===== src/rtl/rpa_pkg.sv =====
package rpa_pkg;

   // Feedback masks for maximal-length shift registers (bit i = tap at state[i]).
   function automatic logic [31:0] tap_mask(input int w);
      logic [31:0] m;
      case (w)
         8:       m = 32'h0000_00B8;
         12:      m = 32'h0000_0829;
         16:      m = 32'h0000_D008;
         20:      m = 32'h0009_0000;
         24:      m = 32'h00E1_0000;
         32:      m = 32'h8020_0003;
         default: m = 32'h0000_0000;
      endcase
      return m;
   endfunction

   function automatic bit is_pow2(input int v);
      return (v > 0) && ((v & (v - 1)) == 0);
   endfunction

endpackage


===== src/rtl/rpa_lfsr.sv =====
module rpa_lfsr #(
   parameter int          W    = 16,
   parameter logic [31:0] SEED = 32'h0000_ACE1,
   parameter logic [31:0] MASK = 32'h0000_D008
) (
   input  logic         clk,
   input  logic         rst,
   output logic [W-1:0] state
);
   localparam logic [W-1:0] TAPS  = MASK[W-1:0];
   localparam logic [W-1:0] START = SEED[W-1:0];

   logic [W-1:0] q;
   logic         fb;

   always_comb fb = ^(q & TAPS);

   always_ff @(posedge clk) begin
      if (rst) q <= START;
      else     q <= {q[W-2:0], fb};
   end

   assign state = q;
endmodule


===== src/rtl/rpa_ptr_decode.sv =====
module rpa_ptr_decode #(
   parameter int N  = 8,
   localparam int PW = (N > 1) ? $clog2(N) : 1
) (
   input  logic [PW-1:0] idx,
   output logic [N-1:0]  ptr_oh
);
   for (genvar i = 0; i < N; i++) begin : g_dec
      assign ptr_oh[i] = (idx == PW'(i));
   end
endmodule


===== src/rtl/rpa_circ_select.sv =====
module rpa_circ_select #(
   parameter int N    = 8,
   parameter int IMPL = 0,
   localparam int PW  = (N > 1) ? $clog2(N) : 1
) (
   input  logic [N-1:0] req,
   input  logic [N-1:0] ptr_oh,
   output logic [N-1:0] gnt
);
   if (IMPL == 0) begin : g_mask
      logic [N-1:0] upper;
      logic [N-1:0] pick;
      always_comb begin
         upper = req & ~(ptr_oh - N'(1));
         pick  = (|upper) ? upper : req;
         gnt   = pick & (~pick + N'(1));
      end
   end else if (IMPL == 1) begin : g_scan
      logic [PW-1:0] pidx;
      logic [PW-1:0] j;
      logic          hit;
      always_comb begin
         pidx = '0;
         for (int k = 0; k < N; k++) begin
            if (ptr_oh[k]) pidx = PW'(k);
         end
         gnt = '0;
         hit = 1'b0;
         j   = '0;
         for (int off = 0; off < N; off++) begin
            j = pidx + PW'(off);
            if (!hit && req[j]) begin
               gnt[j] = 1'b1;
               hit    = 1'b1;
            end
         end
      end
   end else begin : g_bad
      $error("rpa_circ_select: IMPL must be 0 or 1");
   end
endmodule


===== src/rtl/rpa_arbiter.sv =====
module rpa_arbiter #(
   parameter int          N        = 8,
   parameter int          W        = 16,
   parameter logic [31:0] SEED     = 32'h0000_ACE1,
   parameter int          SEL_IMPL = 0
) (
   input  logic         clk,
   input  logic         rst,
   input  logic [N-1:0] req,
   output logic [N-1:0] gnt,
   output logic [W-1:0] lfsr_state
);
   import rpa_pkg::*;

   localparam int          PW   = (N > 1) ? $clog2(N) : 1;
   localparam logic [31:0] MASK = tap_mask(W);

   if (N < 2 || N > 32 || !is_pow2(N)) begin : g_chk_n
      $error("rpa_arbiter: N must be a power of two in 2..32");
   end
   if (MASK == 32'h0) begin : g_chk_w
      $error("rpa_arbiter: W has no tap table entry");
   end
   if (W < PW) begin : g_chk_wpw
      $error("rpa_arbiter: W narrower than pointer index");
   end
   if (SEED[W-1:0] == '0) begin : g_chk_seed
      $error("rpa_arbiter: SEED must be nonzero");
   end

   logic [W-1:0] st;
   logic [N-1:0] ptr_oh;
   logic [N-1:0] sel;
   logic [N-1:0] gnt_q;

   rpa_lfsr #(.W(W), .SEED(SEED), .MASK(MASK)) u_lfsr (
      .clk   (clk),
      .rst   (rst),
      .state (st)
   );

   rpa_ptr_decode #(.N(N)) u_dec (
      .idx    (st[PW-1:0]),
      .ptr_oh (ptr_oh)
   );

   rpa_circ_select #(.N(N), .IMPL(SEL_IMPL)) u_sel (
      .req    (req),
      .ptr_oh (ptr_oh),
      .gnt    (sel)
   );

   always_ff @(posedge clk) begin
      if (rst) gnt_q <= '0;
      else     gnt_q <= sel;
   end

   assign gnt        = gnt_q;
   assign lfsr_state = st;
endmodule


===== config.mk =====
export PLATFORM = sky130hd
export DESIGN_NAME = rpa_arbiter
export DESIGN_NICKNAME = d
export VERILOG_FILES = /design/src/rtl/rpa_pkg.sv /design/src/rtl/rpa_lfsr.sv /design/src/rtl/rpa_ptr_decode.sv /design/src/rtl/rpa_circ_select.sv /design/src/rtl/rpa_arbiter.sv
export SDC_FILE = /design/constraint.sdc
export NUM_CORES = 1
export LEC_CHECK = 0
export ABC_AREA = 1
export CORE_MARGIN = 2
export CORE_UTILIZATION = 43
export CTS_CLUSTER_DIAMETER = 30
export DETAILED_ROUTE_END_ITERATION = 7
export GPL_TIMING_DRIVEN = 0
export PLACE_DENSITY = 0.77
export SYNTH_ARGS = -nofsm -noshare
export SYNTH_HDL_FRONTEND = slang
export SYNTH_SLANG_ARGS = --single-unit

===== constraint.sdc =====
create_clock -name clk -period 2.15 [get_ports clk]
set_clock_uncertainty 0.05 [all_clocks]
set_input_delay 0.43 -clock clk [delete_from_list [all_inputs] [get_ports clk]]
set_output_delay 0.43 -clock clk [all_outputs]
set_load 0.1 [all_outputs]

==> results of run 1 <==
==> Yosys cell counts <==
cell type and count:
sky130_fd_sc_hd__a21oi_1 3, sky130_fd_sc_hd__nor3_2 1, sky130_fd_sc_hd__nand3_1 12, sky130_fd_sc_hd__nor2_2 5, sky130_fd_sc_hd__nor2_1 25, sky130_fd_sc_hd__xor2_1 1
sky130_fd_sc_hd__o21ai_2 1, sky130_fd_sc_hd__xnor2_1 1, sky130_fd_sc_hd__inv_2 4, sky130_fd_sc_hd__nand3_2 1, sky130_fd_sc_hd__ha_1 1, sky130_fd_sc_hd__a21boi_2 1
sky130_fd_sc_hd__buf_6 1, sky130_fd_sc_hd__buf_1 1, sky130_fd_sc_hd__o21ai_0 2, sky130_fd_sc_hd__inv_1 15, sky130_fd_sc_hd__nand2_1 20, sky130_fd_sc_hd__dfxtp_1 24
sky130_fd_sc_hd__nand2_2 3, sky130_fd_sc_hd__or2_2 7
==> timing repair <==
item	4_1_cts	5_1_grt
cloned	0	0
resized for setup	24	10
endpoints found under the hold margin	0	0
pin swaps	0	6
setup buffers	0	3
setup endpoints to repair	24	8
==> final cells by class <==
class / count / area share, %
multi-input cells: 84 / 31.3
clock buffers: 4 / 3.30
flip-flops and latches: 24 / 34.1
well taps: 28 / 2.43
repair buffers: 36 / 22.4
plain buffers: 2 / 1.04
inverters: 19 / 5.47
==> power by group through the flow <==
stage          registers, mW  clock network, mW  logic [mW]
3_5_place_dp           0.504                  0       0.437
4_1_cts                0.492              0.282       0.418
6_report               0.496              0.276       0.444
3_3_place_gp           0.502                  0       0.430
2_1_floorplan          0.713                  0       0.124
5_1_grt                0.501              0.298       0.471
==> path summary, 6_finish.rpt <==
check	start	to	slack (ps)	depth (start not counted)
max	u_lfsr.state[1]	lfsr_state[1]	70	1
min	u_lfsr.state[7]	u_lfsr.state[8]	380	2
max reg2reg	u_lfsr.state[0]	gnt[6]	190	13
min reg2reg	u_lfsr.state[7]	u_lfsr.state[8]	380	2
==> logic make-up (layout without fill, tap and decap cells) <==
| kind of cell | after synthesis | in the layout |
|---|---|---|
| flops | 24 | 24 |
| fa+ha+maj | 1 | 1 |
| simple gates | 74 | 74 |
| xor+xnor | 2 | 2 |
| buf+inv | 21 | 61 |
| compound gates | 7 | 7 |
==> metrics by stage <==
stage,hold slack (ps),instances,setup slack (ps),instance area (sq um)
6_report,383,197,71.2,1440
5_1_grt,411,197,5.15,1440
4_1_cts,385,194,6.60,1380
3_5_place_dp,368,190,31.3,1360
3_3_place_gp,356,190,67.9,1360
2_1_floorplan,541,129,135,996
==> state kept, by name (all words and copies together) (netlist names) <==
register / count
u_lfsr.state: 16
gnt: 8
==> routing by layer <==
layer  share of wire [%]  vias to the layer above  GRT usage, %
met2                  56                       15          33.1
met4                0.79                        0          5.26
met3                 2.5                        2          2.59
met1                  40                      404          18.2
li1                    -                      473             -
met5                   0                        -             0
==> report_table.html, run 1 <==
<table>
<tr><th>Metric</th><th>Value</th></tr>
<tr><th colspan="2">Timing</th></tr>
<tr><td>Slew at the pin closest to its max-slew limit</td><td>964 ps</td></tr>
<tr><td>Max-Slew Margin vs Limit</td><td>36.0%</td></tr>
<tr><td>FMAX</td><td>just under 0.5 GHz</td></tr>
<tr><td>Setup repair after global routing missed its margin</td><td>no</td></tr>
<tr><td>Final Hold Viols</td><td>0</td></tr>
<tr><td>Final Critical Period</td><td>2080 ps</td></tr>
<tr><td>Share of the cycle needed by the critical path after routing</td><td>approximately 97%</td></tr>
<tr><td>Final max-slew violation count</td><td>0</td></tr>
<tr><td>Total negative slack for setup checks</td><td>0 ps</td></tr>
<tr><td>Final count of negative-setup-slack endpoints</td><td>0</td></tr>
<tr><th colspan="2">Clock network</th></tr>
<tr><td>TritonCTS Buffers</td><td>3</td></tr>
<tr><td>Clock slew at reported path FFs</td><td>130 ps</td></tr>
<tr><td>Clock tree root buffer cell</td><td>sky130_fd_sc_hd__clkbuf_4</td></tr>
<tr><td>H-Tree Level Count</td><td>1</td></tr>
<tr><td>Max clock buf depth</td><td>2</td></tr>
<tr><td>Clock insertion delay at the later pin of the skew report</td><td>300 ps</td></tr>
<tr><td>CTS tree</td><td>done</td></tr>
<tr><td>CTS Sinks</td><td>24</td></tr>
<tr><td>Count of hold buffers inserted by post-cts repair</td><td>0</td></tr>
<tr><th colspan="2">Yosys</th></tr>
<tr><td>Post-Syn Instances</td><td>129</td></tr>
<tr><td>Xor/xnor cell area share of the yosys netlist</td><td>~1.8%</td></tr>
<tr><td>Fraction of synthesized area in multiplexers</td><td>0%</td></tr>
<tr><td>Post-synthesis area per instance</td><td>about 7.6 sq um</td></tr>
<tr><td>Synth Area in Compound Gates</td><td>roughly 4.6%</td></tr>
<tr><td>Yosys top cell area share</td><td>between 40 and 50%</td></tr>
<tr><td>Yosys Warn Count</td><td>0</td></tr>
<tr><td>Seq cells post-synth</td><td>24</td></tr>
<tr><td>Post-synth top area cell</td><td>sky130_fd_sc_hd__dfxtp_1</td></tr>
<tr><td>Combinational family with the most area after synthesis</td><td>simple AND/OR/NAND/NOR gates</td></tr>
<tr><td>Proportion of synthesized chip area in sequential cells</td><td>between 40% and 50%</td></tr>
<tr><td>Mapped Nets</td><td>140</td></tr>
<tr><td>Area of the mapped netlist</td><td>about 1000 sq um</td></tr>
<tr><td>Biggest area contributors in the synthesized netlist</td><td>sky130_fd_sc_hd__dfxtp_1, sky130_fd_sc_hd__nor2_1, sky130_fd_sc_hd__nand2_1</td></tr>
<tr><td>Adder and majority cell fraction of the synthesized area</td><td>approximately 1.3%</td></tr>
<tr><td>Number of unique standard cell types used by synthesis</td><td>20</td></tr>
<tr><td>Post-Synth Simple-Gate Area</td><td>a little over a third</td></tr>
<tr><th colspan="2">Outcome</th></tr>
<tr><td>Outcome</td><td>completed</td></tr>
<tr><th colspan="2">Critical path</th></tr>
<tr><td>Worst setup path class</td><td>flip-flop to output pin</td></tr>
<tr><td>Biggest cell delay along the critical path</td><td>about 870 ps</td></tr>
<tr><td>Critical-path top delay cell</td><td>sky130_fd_sc_hd__dlygate4sd2_1</td></tr>
<tr><td>Endpoint kind of the worst setup timing path</td><td>output pin</td></tr>
<tr><td>Max Fanout on Critical Path</td><td>7</td></tr>
<tr><td>Number of buffer and inverter instances along the worst setup path</td><td>1</td></tr>
<tr><td>Worst path required time</td><td>roughly 1700 ps</td></tr>
<tr><td>Top delay family on crit path</td><td>buffers and inverters</td></tr>
<tr><td>Arrival time worst endpoint</td><td>around 1600 ps</td></tr>
<tr><td>Critical path launch point type</td><td>flip-flop</td></tr>
<tr><td>Ordered list of cells on the worst path</td><td>dlygate4sd2_1</td></tr>
<tr><th colspan="2">GRT</th></tr>
<tr><td>Initial antenna violation count</td><td>0</td></tr>
<tr><td>Wire length of the first global-routing pass</td><td>between 3 and 4 mm</td></tr>
<tr><td>Final global-route overflow total</td><td>0</td></tr>
<tr><td>Pin count of the biggest net entering global routing</td><td>15</td></tr>
<tr><td>Via count of the first global-routing pass</td><td>about 820</td></tr>
<tr><td>Global-route total usage across every layer</td><td>between 15 and 20%</td></tr>
<tr><th colspan="2">Floorplan</th></tr>
<tr><td>Die ar.</td><td>2690 sq um</td></tr>
<tr><td>Count of standard-cell rows</td><td>17</td></tr>
<tr><td>Starting utilization of the core area</td><td>~45%</td></tr>
<tr><td>Floorplan core area</td><td>roughly 2200 sq um</td></tr>
<tr><td>Die Y</td><td>a little over 50 um</td></tr>
<tr><td>Die Span X</td><td>~52 um</td></tr>
<tr><td>Number of ports placed on the die boundary</td><td>34</td></tr>
<tr><th colspan="2">Finish</th></tr>
<tr><td>Layout cells sized above 1</td><td>23.1%</td></tr>
<tr><td>Number of fill cells in the layout</td><td>between 150 and 200</td></tr>
<tr><td>Leading cell types in the layout, fill and taps excluded</td><td>sky130_fd_sc_hd__nor2_1, sky130_fd_sc_hd__dlygate4sd2_1, sky130_fd_sc_hd__dfxtp_1</td></tr>
<tr><td>Multi-input logic area</td><td>around 450 sq um</td></tr>
<tr><td>Diode count</td><td>0</td></tr>
<tr><td>Storage cell area</td><td>just under 500 sq um</td></tr>
<tr><td>Area Overhead vs Synth</td><td>46.4%</td></tr>
<tr><td>Total Nets Final</td><td>approximately 180</td></tr>
<tr><td>Final core occ</td><td>roughly 66%</td></tr>
<tr><th colspan="2">Detailed routing</th></tr>
<tr><td>Vias after detailed routing</td><td>894</td></tr>
<tr><td>Detailed Route Iter0 Violations</td><td>11</td></tr>
<tr><td>DR pass1 iterations</td><td>4</td></tr>
<tr><td>Number of routed nets with antenna violations</td><td>0</td></tr>
<tr><td>Mean routed wirelength per cell</td><td>approximately 11 um</td></tr>
<tr><td># DRC</td><td>0</td></tr>
<tr><td>Routed via count divided by cell count</td><td>4.54</td></tr>
<tr><td>Final WL</td><td>2.14 mm</td></tr>
<tr><th colspan="2">Power and ir drop</th></tr>
<tr><td>Share of power burned in the clock network</td><td>22.7%</td></tr>
<tr><td>Maximum resistive drop on vdd</td><td>around 450 uV</td></tr>
<tr><td>Cell internal pwr</td><td>roughly 730 uW</td></tr>
<tr><td>Pleak</td><td>between 0.7 and 0.8 nW</td></tr>
<tr><td>Share of power burned in registers</td><td>about two fifths</td></tr>
<tr><td>Logic pwr share</td><td>between 30% and 40%</td></tr>
<tr><td>Power Density</td><td>843 nW/um^2</td></tr>
<tr><td>Switching power total</td><td>487 uW</td></tr>
<tr><td>Switching power as a share of total power</td><td>about two fifths</td></tr>
<tr><td>Total chip power</td><td>~1.2 mW</td></tr>
<tr><th colspan="2">Worst hold path</th></tr>
<tr><td>Hold WC Path Type</td><td>flip-flop to flip-flop</td></tr>
<tr><th colspan="2">Placement</th></tr>
<tr><td>Placed wire-length estimate after detailed placement</td><td>approximately 1.7 mm</td></tr>
<tr><td>Number of port buffers</td><td>33</td></tr>
<tr><td>Weighted congestion at the end of routability-driven global placement</td><td>around 0.86</td></tr>
<tr><th colspan="2">Run</th></tr>
<tr><td>Max-cap check violation count</td><td>0</td></tr>
</table>
Power figures use the tool's default switching activity.
==> run 2: changes to the inputs <==
CTS_CLUSTER_SIZE = 12   (was not set)
==> results of run 2 <==
No change in the layout: final DEF, timing and power equal those of run 1.
